`src/rtl/clkbuf_pwrup_pkg.sv`:
```
// Package: shared state encoding for the power-up sequencer.
// Assumes: state codes are visible at the top port and must stay fixed.
package clkbuf_pwrup_pkg;

    typedef enum logic [1:0] {
        SEQ_OFF   = 2'd0,
        SEQ_DELAY = 2'd1,
        SEQ_WAIT  = 2'd2,
        SEQ_RUN   = 2'd3
    } seq_state_e;

endpackage

```
`src/rtl/refclk_activity.sv`:
```
// Module: refclk_activity
// Synchronises an asynchronous reference clock and declares it active when
// at least MIN_EDGES rising edges are seen within a window of WIN_CYCLES
// system-clock cycles. The verdict is refreshed once per window.
// Assumes: the reference toggles slower than half the system clock rate.
module refclk_activity #(
    parameter int WIN_CYCLES  = 64,
    parameter int MIN_EDGES   = 4,
    parameter int SYNC_STAGES = 2
) (
    input  logic clk_i,
    input  logic rst_ni,
    input  logic ref_clk_i,
    output logic active_o
);
    localparam int WW = (WIN_CYCLES > 1) ? $clog2(WIN_CYCLES) : 1;
    localparam int EW = $clog2(MIN_EDGES + 1);

    logic [SYNC_STAGES:0] sync_q;
    logic [WW-1:0]        win_q;
    logic [EW-1:0]        edge_q;
    logic [EW-1:0]        edge_nxt;
    logic                 rise;
    logic                 win_end;

    // Purpose: synchroniser chain plus one extra stage for edge detection.
    always_ff @(posedge clk_i) begin
        if (!rst_ni) sync_q <= '0;
        else         sync_q <= {sync_q[SYNC_STAGES-1:0], ref_clk_i};
    end

    // Purpose: decode a synchronised rising edge, window end and saturating count.
    always_comb begin
        rise     = sync_q[SYNC_STAGES-1] & ~sync_q[SYNC_STAGES];
        win_end  = (win_q == WW'(WIN_CYCLES - 1));
        edge_nxt = edge_q;
        if (rise && (edge_q != EW'(MIN_EDGES))) edge_nxt = edge_q + 1'b1;
    end

    // Purpose: advance the window and publish the verdict at its end.
    always_ff @(posedge clk_i) begin
        if (!rst_ni) begin
            win_q    <= '0;
            edge_q   <= '0;
            active_o <= 1'b0;
        end else if (win_end) begin
            win_q    <= '0;
            edge_q   <= '0;
            active_o <= (edge_nxt == EW'(MIN_EDGES));
        end else begin
            win_q    <= win_q + 1'b1;
            edge_q   <= edge_nxt;
        end
    end

endmodule

```
`src/rtl/seq_tick_timer.sv`:
```
// Module: seq_tick_timer
// Counts system-clock ticks while run_i is high and flags the tick that
// completes LIMIT counted cycles. clear_i has priority and restarts at zero.
// Assumes: the owner stops or clears the timer once hit_o has been seen.
module seq_tick_timer #(
    parameter int LIMIT = 1000
) (
    input  logic clk_i,
    input  logic rst_ni,
    input  logic clear_i,
    input  logic run_i,
    output logic hit_o
);
    localparam int CW = $clog2(LIMIT + 1);

    logic [CW-1:0] cnt_q;

    // Purpose: flag the last counted cycle of the interval.
    assign hit_o = run_i && !clear_i && (cnt_q == CW'(LIMIT - 1));

    // Purpose: tick counter with priority clear.
    always_ff @(posedge clk_i) begin
        if (!rst_ni || clear_i) cnt_q <= '0;
        else if (run_i)         cnt_q <= cnt_q + 1'b1;
    end

endmodule

```
`src/rtl/seq_fsm.sv`:
```
// Module: seq_fsm
// Four-state power-up controller with a registered output-enable and a
// sticky deadline flag. Supply loss wins over every other condition.
// Assumes: delay_done_i and deadline_hit_i come from timers run by the top.
module seq_fsm
    import clkbuf_pwrup_pkg::*;
(
    input  logic       clk_i,
    input  logic       rst_ni,
    input  logic       supply_ok_i,
    input  logic       pwrdn_ni,
    input  logic       ref_ok_i,
    input  logic       pll_locked_i,
    input  logic       pll_bypass_i,
    input  logic       delay_done_i,
    input  logic       deadline_hit_i,
    output seq_state_e state_o,
    output logic       out_en_o,
    output logic       reached_o,
    output logic       timeout_o
);
    seq_state_e nxt;
    logic       start_ok;

    // Purpose: combine the conditions that permit driving the outputs.
    assign start_ok = pwrdn_ni && ref_ok_i && (pll_locked_i || pll_bypass_i);

    // Purpose: next-state decode, supply loss first.
    always_comb begin
        nxt = state_o;
        if (!supply_ok_i) begin
            nxt = SEQ_OFF;
        end else begin
            unique case (state_o)
                SEQ_OFF:   nxt = SEQ_DELAY;
                SEQ_DELAY: if (delay_done_i) nxt = SEQ_WAIT;
                SEQ_WAIT:  if (start_ok)     nxt = SEQ_RUN;
                SEQ_RUN:   if (!pwrdn_ni)    nxt = SEQ_WAIT;
                default:   nxt = SEQ_OFF;
            endcase
        end
    end

    // Purpose: state and output-enable registered from the same decision.
    always_ff @(posedge clk_i) begin
        if (!rst_ni) begin
            state_o  <= SEQ_OFF;
            out_en_o <= 1'b0;
        end else begin
            state_o  <= nxt;
            out_en_o <= (nxt == SEQ_RUN);
        end
    end

    // Purpose: remember first arrival in RUN and latch a missed deadline.
    always_ff @(posedge clk_i) begin
        if (!rst_ni || !supply_ok_i || state_o == SEQ_OFF) begin
            reached_o <= 1'b0;
            timeout_o <= 1'b0;
        end else begin
            if (state_o == SEQ_RUN) reached_o <= 1'b1;
            if (deadline_hit_i)     timeout_o <= 1'b1;
        end
    end

endmodule

```
`src/rtl/clkbuf_pwrup_seq.sv`:
```
// Module: clkbuf_pwrup_seq (top)
// Power-up sequencer for a clock buffer: settling delay after supply-good,
// reference activity detection, lock/bypass gating and a deadline flag.
// Assumes: clk_i is free running; all timings are in clk_i ticks.
module clkbuf_pwrup_seq #(
    parameter int DELAY_TICKS   = 25000,
    parameter int TIMEOUT_TICKS = 100000,
    parameter int WIN_CYCLES    = 64,
    parameter int MIN_EDGES     = 4
) (
    input  logic       clk_i,
    input  logic       rst_ni,
    input  logic       supply_ok_i,
    input  logic       pwrdn_ni,
    input  logic       ref_clk_i,
    input  logic       pll_locked_i,
    input  logic       pll_bypass_i,
    output logic       out_en_o,
    output logic [1:0] state_o,
    output logic       timeout_o
);
    import clkbuf_pwrup_pkg::*;

    seq_state_e st;
    logic       ref_ok;
    logic       delay_done;
    logic       deadline_hit;
    logic       reached;
    logic       dl_clear;
    logic       dl_run;

    // Purpose: deadline timer runs from leaving OFF until RUN or expiry.
    assign dl_clear = !supply_ok_i || (st == SEQ_OFF);
    assign dl_run   = (st != SEQ_RUN) && !reached && !timeout_o;
    assign state_o  = st;

    refclk_activity #(
        .WIN_CYCLES (WIN_CYCLES),
        .MIN_EDGES  (MIN_EDGES),
        .SYNC_STAGES(2)
    ) u_refdet (
        .clk_i    (clk_i),
        .rst_ni   (rst_ni),
        .ref_clk_i(ref_clk_i),
        .active_o (ref_ok)
    );

    seq_tick_timer #(.LIMIT(DELAY_TICKS)) u_delay (
        .clk_i  (clk_i),
        .rst_ni (rst_ni),
        .clear_i(st != SEQ_DELAY),
        .run_i  (st == SEQ_DELAY),
        .hit_o  (delay_done)
    );

    seq_tick_timer #(.LIMIT(TIMEOUT_TICKS)) u_deadline (
        .clk_i  (clk_i),
        .rst_ni (rst_ni),
        .clear_i(dl_clear),
        .run_i  (dl_run),
        .hit_o  (deadline_hit)
    );

    seq_fsm u_fsm (
        .clk_i         (clk_i),
        .rst_ni        (rst_ni),
        .supply_ok_i   (supply_ok_i),
        .pwrdn_ni      (pwrdn_ni),
        .ref_ok_i      (ref_ok),
        .pll_locked_i  (pll_locked_i),
        .pll_bypass_i  (pll_bypass_i),
        .delay_done_i  (delay_done),
        .deadline_hit_i(deadline_hit),
        .state_o       (st),
        .out_en_o      (out_en_o),
        .reached_o     (reached),
        .timeout_o     (timeout_o)
    );

endmodule


```
`config.mk`:
```
export PLATFORM = sky130hd
export DESIGN_NAME = clkbuf_pwrup_seq
export DESIGN_NICKNAME = d
export VERILOG_FILES = /design/src/rtl/clkbuf_pwrup_pkg.sv /design/src/rtl/refclk_activity.sv /design/src/rtl/seq_tick_timer.sv /design/src/rtl/seq_fsm.sv /design/src/rtl/clkbuf_pwrup_seq.sv
export SDC_FILE = /design/constraint.sdc
export NUM_CORES = 1
export LEC_CHECK = 0
export BUFFER_PORTS_ARGS = -buffer_cell sky130_fd_sc_hd__buf_2
export CAP_MARGIN = 15
export CORE_MARGIN = 8
export CORE_UTILIZATION = 50
export CTS_CLUSTER_SIZE = 8
export DETAILED_ROUTE_END_ITERATION = 16
export GPL_ROUTABILITY_DRIVEN = 1
export PLACE_DENSITY_LB_ADDON = 0.2
export SLEW_MARGIN = 25
export SYNTH_ARGS = -nofsm -noshare
export SYNTH_HDL_FRONTEND = slang
export SYNTH_SLANG_ARGS = --single-unit
```
`constraint.sdc`:
```
create_clock -name clk_i -period 4.2 [get_ports clk_i]
set_input_delay 0.84 -clock clk_i [delete_from_list [all_inputs] [get_ports clk_i]]
set_output_delay 0.84 -clock clk_i [all_outputs]
set_load 0.03 [all_outputs]
```
======== Word level (Yosys, flattened, before mapping) ========
Index checks and enable logic that the tools add are counted.
word-level totals
  bits in registers ....................... 50
  output and inout bits ................... 4
  bits in read-only memories .............. 0
  memory bits (writable) .................. 0
  bits of input ports ..................... 7
  memories ................................ 0
  latch bits .............................. 0
cells by class
  add/subtract/negate cells ............... 4
  divide/modulo/power cells ............... 0
  reductions and logical operators ........ 23
  multiplexer cells ....................... 6
  bitwise gates (word level) .............. 3
  eq/ne operators ......................... 11
  shifts and indexed selects .............. 0
  order comparisons ....................... 0
  $mul .................................... 0
operators with widths
  operator                                                          number
  17-bit by 1-bit adder with 17-bit output (second input constant)  1
  17-bit == test (second input constant)                            1
  15-bit by 1-bit adder with 15-bit output (second input constant)  1
  15-bit == test (second input constant)                            1
  1-bit logical AND                                                 9
  2-bit 2-to-1 mux                                                  4
  2-bit one-hot mux with 4 select lines                             1
  6-bit by 1-bit adder with 6-bit output (second input constant)    1
  2-bit == test (second input constant)                             3
  6-bit == test (second input constant)                             1
  1-bit logical NOT                                                 6
  1-bit logical OR                                                  6
  3-bit by 1-bit adder with 3-bit output (second input constant)    1
  3-bit == test (second input constant)                             1
  3-bit 2-to-1 mux                                                  1
  3-bit != test (second input constant)                             1
  2-bit by 1-bit == test with 1-bit output (second input constant)  1
  2-bit logical NOT                                                 1
  2-bit by 1-bit != test with 1-bit output (second input constant)  1
  2-bit != test (second input constant)                             1
  1-bit NOT                                                         2
  2-bit OR reduction                                                1
  1-bit AND                                                         1

======== Logic depth before layout (Yosys ltp) ========
  word-level depth ........................ 8
  gate-level depth with buffers ........... 6

======== By module ========
From an unflattened synthesis, not the netlist that was laid out.
second synthesis, totals
  cell total of the unflattened synthesis .. 255
  area total of the unflattened synthesis .. 2302.2 µm²
modules (own cells, without submodules)
  module                        area an instance (µm²)  seq. area each (µm²)  instances  cells an instance
  seq_tick_timer at u_deadline  858.3                   340.3                 1          100
  seq_tick_timer at u_delay     716.9                   300.3                 1          81
  refclk_activity               510.5                   260.2                 1          50
  seq_fsm                       186.4                   100.1                 1          20
  clkbuf_pwrup_seq              30.0                    0.0                   1          4

======== Worst setup path before layout ========
Ideal clock, no wire load.
  path kind ............................... register -> register
  from .................................... register u_fsm.state_o[0]
  to ...................................... register u_deadline.cnt_q[16]
  data required time ...................... 4.130 ns
  slack ................................... 2.154 ns
  data arrival time ....................... 1.975 ns
  stages on the path, launching flop included .. 7
  path buffers ............................ 2
  cell sequence ........................... dfxtp_1 -> buf_6 -> a211o_1 -> buf_6 -> or4_4 -> or3_1 -> a21oi_1
on the way
  word-level cells in the longest chain between the ends .. 3
RTL lines
  what                                                   line                                            source
  from (decl)                                            seq_fsm.sv:17                                   output seq_state_e state_o,
  from (signal assigned)                                 seq_fsm.sv:50                                   state_o <= nxt;
  2-bit != test or 2-bit logical NOT (tied branches)     clkbuf_pwrup_seq.sv:34, clkbuf_pwrup_seq.sv:33
  1-bit logical AND or 1-bit logical OR (tied branches)  clkbuf_pwrup_seq.sv:34, clkbuf_pwrup_seq.sv:33
  1-bit logical AND or 1-bit logical OR (tied branches)  clkbuf_pwrup_seq.sv:34, seq_tick_timer.sv:23
  to (signal assigned)                                   seq_tick_timer.sv:24                            else if (run_i) cnt_q <= cnt_q + 1'b1;
  to (decl)                                              seq_tick_timer.sv:16                            logic [CW-1:0] cnt_q;
Parallel ways exist; a longest one is shown, timed or not.
A chain may end at the register's enable or synchronous reset.

======== Worst setup path in the final report ========
  from .................................... register u_fsm.state_o[0]
  to ...................................... register u_deadline.cnt_q[13]
Same word-level chain as after synthesis.

==> out/metrics.yaml <==
hold_path:
  hp-class: "register to register"
worst_setup_path:
  end_kind: "register"
  critical_path_class: "register to register"
  critical_path.max_fanout: 11
  worstPathArrival_ns: 2.28
  required_ns: 4.43
  startpoint_type: "register"
cts:
  cts-resized-gates: 0
  clockBufferDepth: 2
  cts_tree: "done"
  clock-sinks: 50
  postCtsSetupRepairBufs: 0
  cts_hold_buf: 0
  clkTransAtPathRegs_ns: 0.09
  cts_max_level: 2
  cts_root_buffer: "clkbuf_8"
  numCtsBuffers: 5
  clkLatencyLatePin_ns: 0.30
sta:
  min_period_ns: 2.05
  slew_viol_final: 0
  setup_viol: 0
  clock_skew_ns: 0.00607
  fin_tns_setup_ns: 0
  fin_ws_ns: 2.15
  worst_pin_slew_ns: 0.587
  hold_violations: 0
  period_share_pct: 48.7
  rsz0062_at_grt: "no"
  maxSlewHeadroom_pct: 60.6
  clock.fmax_mhz: 489
synthesis:
  syn_avg_cell_area_sq_um: 8.83
  yosysTopAreaCellShare_pct: 45.7
  synth_most_common_cell: "dfxtp_1"
  synth_top_area_cell: "dfxtp_1"
  syn_area_sq_um: 2190
  ys_top_cells_by_area: "dfxtp_1, xnor2_1, nor2_1"
  synth_ff_type: "dfxtp_1"
  synthArstFlopShare_pct: 0
  synth.distinct_cells: 38
  synth_cells: 248
  ys_seq_area_share_pct: 45.7
  synth_common_cells: "dfxtp_1, nor2_1, xnor2_1"
  synth-edff-count: 0
  yosys_warnings: 0
  synth_nets: 260
  synth_seq_cells: 50
routing:
  num_vias: 1696
  dr.pass1.iters: 4
  drtIter0Drc: 93
  via_per_inst: 5.44
  drt_wl_total_um: 3770
  ant_nets: 0
  drc: 0
  wl_per_cell_um: 12.1
global_routing:
  grt_pass1_wl_um: 6840
  track_usage_pct: 12.6
  antenna_found_initial: 0
  first_global_vias: 1586
  grt-ovfl-total: 0
  grt_max_degree: 20
floorplanning:
  num_rows: 24
  die_w_um: 82.2
  coreArea_sq_um: 4290
  die-area_sq_um: 6750
  ios: 11
  initial_core_util_pct: 51.0
  die-height_um: 82.2
pwr:
  swShare_pct: 20.6
  p_clk_share_pct: 39.6
  leakage_nw: 0.792
  p_seq_share_pct: 57.7
  irDropWorstVdd_uv: 185
  combPwrFrac_pct: 2.7
  netSwitchingPower_mw: 0.173
  p_per_area_nw_per_um2: 352
  p_int_mw: 0.666
finish:
  syn_to_final_growth_pct: 8.86
  antennaDiodeCount: 0
  layout-drive-gt1-share_pct: 10.0
  fin_nets: 271
  post-route-util_pct: 55.5
placed_design:
  gp_congestion: 0.796
  io_buffer_count: 10
  dp_hpwl_um: 2670
  post-place-ws_ns: 2.17
status:
  status: "completed"
run:
  drv_cap: 0
registers in the layout, indices dropped and copies added (netlist names), 2 cells and up:
signal	count
u_refdet.edge_q	3
u_delay.cnt_q	15
u_deadline.cnt_q	17
u_refdet.win_q	6
u_refdet.sync_q	3
u_fsm.state_o	2
power groups by stage:
stage	Clock (mW)	Combinational, mW	Sequential, mW
floorplan	0	0.0164	0.495
global placement	0	0.0226	0.495
detailed placement	0	0.0226	0.495
CTS	0.346	0.0227	0.484
global route	0.363	0.0263	0.485
finish	0.333	0.0223	0.484
worst paths after layout:
path | startpoint | end | slack (ns) | depth (start not counted)
max | u_fsm.state_o[0]$_SDFF_PN0_ | u_deadline.cnt_q[13]$_SDFFE_PP0P_ | 2.15 | 4
min | u_refdet.sync_q[0]$_SDFF_PN0_ | u_refdet.sync_q[1]$_SDFF_PN0_ | 0.45 | 1
max reg2reg | u_fsm.state_o[0]$_SDFF_PN0_ | u_deadline.cnt_q[13]$_SDFFE_PP0P_ | 2.15 | 4
min reg2reg | u_refdet.sync_q[0]$_SDFF_PN0_ | u_refdet.sync_q[1]$_SDFF_PN0_ | 0.45 | 1
routing by layer:
metal	routed length, um	track usage [%]	up-vias
met5	0	0	-
met4	29	3.68	0
met3	183	3.79	4
met2	1660	20.1	24
met1	1900	16.0	771
li1	-	-	897
critical path: stages (launching register included):
cell and delay [ns]:
dfxtp_1 0.41, a211o_1 0.45, or4_1 0.64, or3_1 0.34
a21oi_1 0.14
per-stage QoR:
stage	power, mW	instances	hold WS (ns)	cell area, sq um
detailed placement	0.518	304	0.434	2270
CTS	0.853	312	0.458	2380
finish	0.839	312	0.448	2380
global placement	0.518	304	0.430	2270
global route	0.875	312	0.479	2380
floorplan	0.511	248	0.412	2190
kinds of logic after synthesis:
group           synth area share [%]
compound gates                  9.54
xor+xnor                        8.80
fa+ha+maj                       2.86
buf+inv                         3.83
flops                           45.7
mux                             1.43
simple gates                    27.8
layout make-up:
class / count / area [sq um]
well taps: 52 / 65.1
clock inverters: 3 / 45.0
multi-input cells: 180 / 1100
flip-flops and latches: 50 / 1000
repair buffers: 11 / 57.6
clock buffers: 5 / 68.8
fillers: 398 / 1910
inverters: 11 / 41.3
cell usage in the layout, fill, tap and decap left out, types with 2 or more instances in the layout:
cell type	Yosys	layout
ha_1	5	5
o21ai_0	9	9
clkinvlp_4	0	2
or2_2	2	2
inv_1	11	11
nand4_1	8	8
and3_1	6	6
or4_1	4	4
nand2_1	15	15
xor2_1	6	6
xnor2_1	16	16
or3_1	10	10
mux2i_1	2	2
buf_2	1	10
a21oi_1	15	15
dfxtp_1	50	50
nor2_1	31	31
nand2b_1	2	2
nand3b_1	3	3
o31ai_1	2	2
nor4_1	6	6
a31o_2	2	2
and2_1	5	5
a41oi_1	2	2
nor3_1	4	4
nand3_1	14	14
clkbuf_8	0	5
Power figures use the tool's default switching activity.
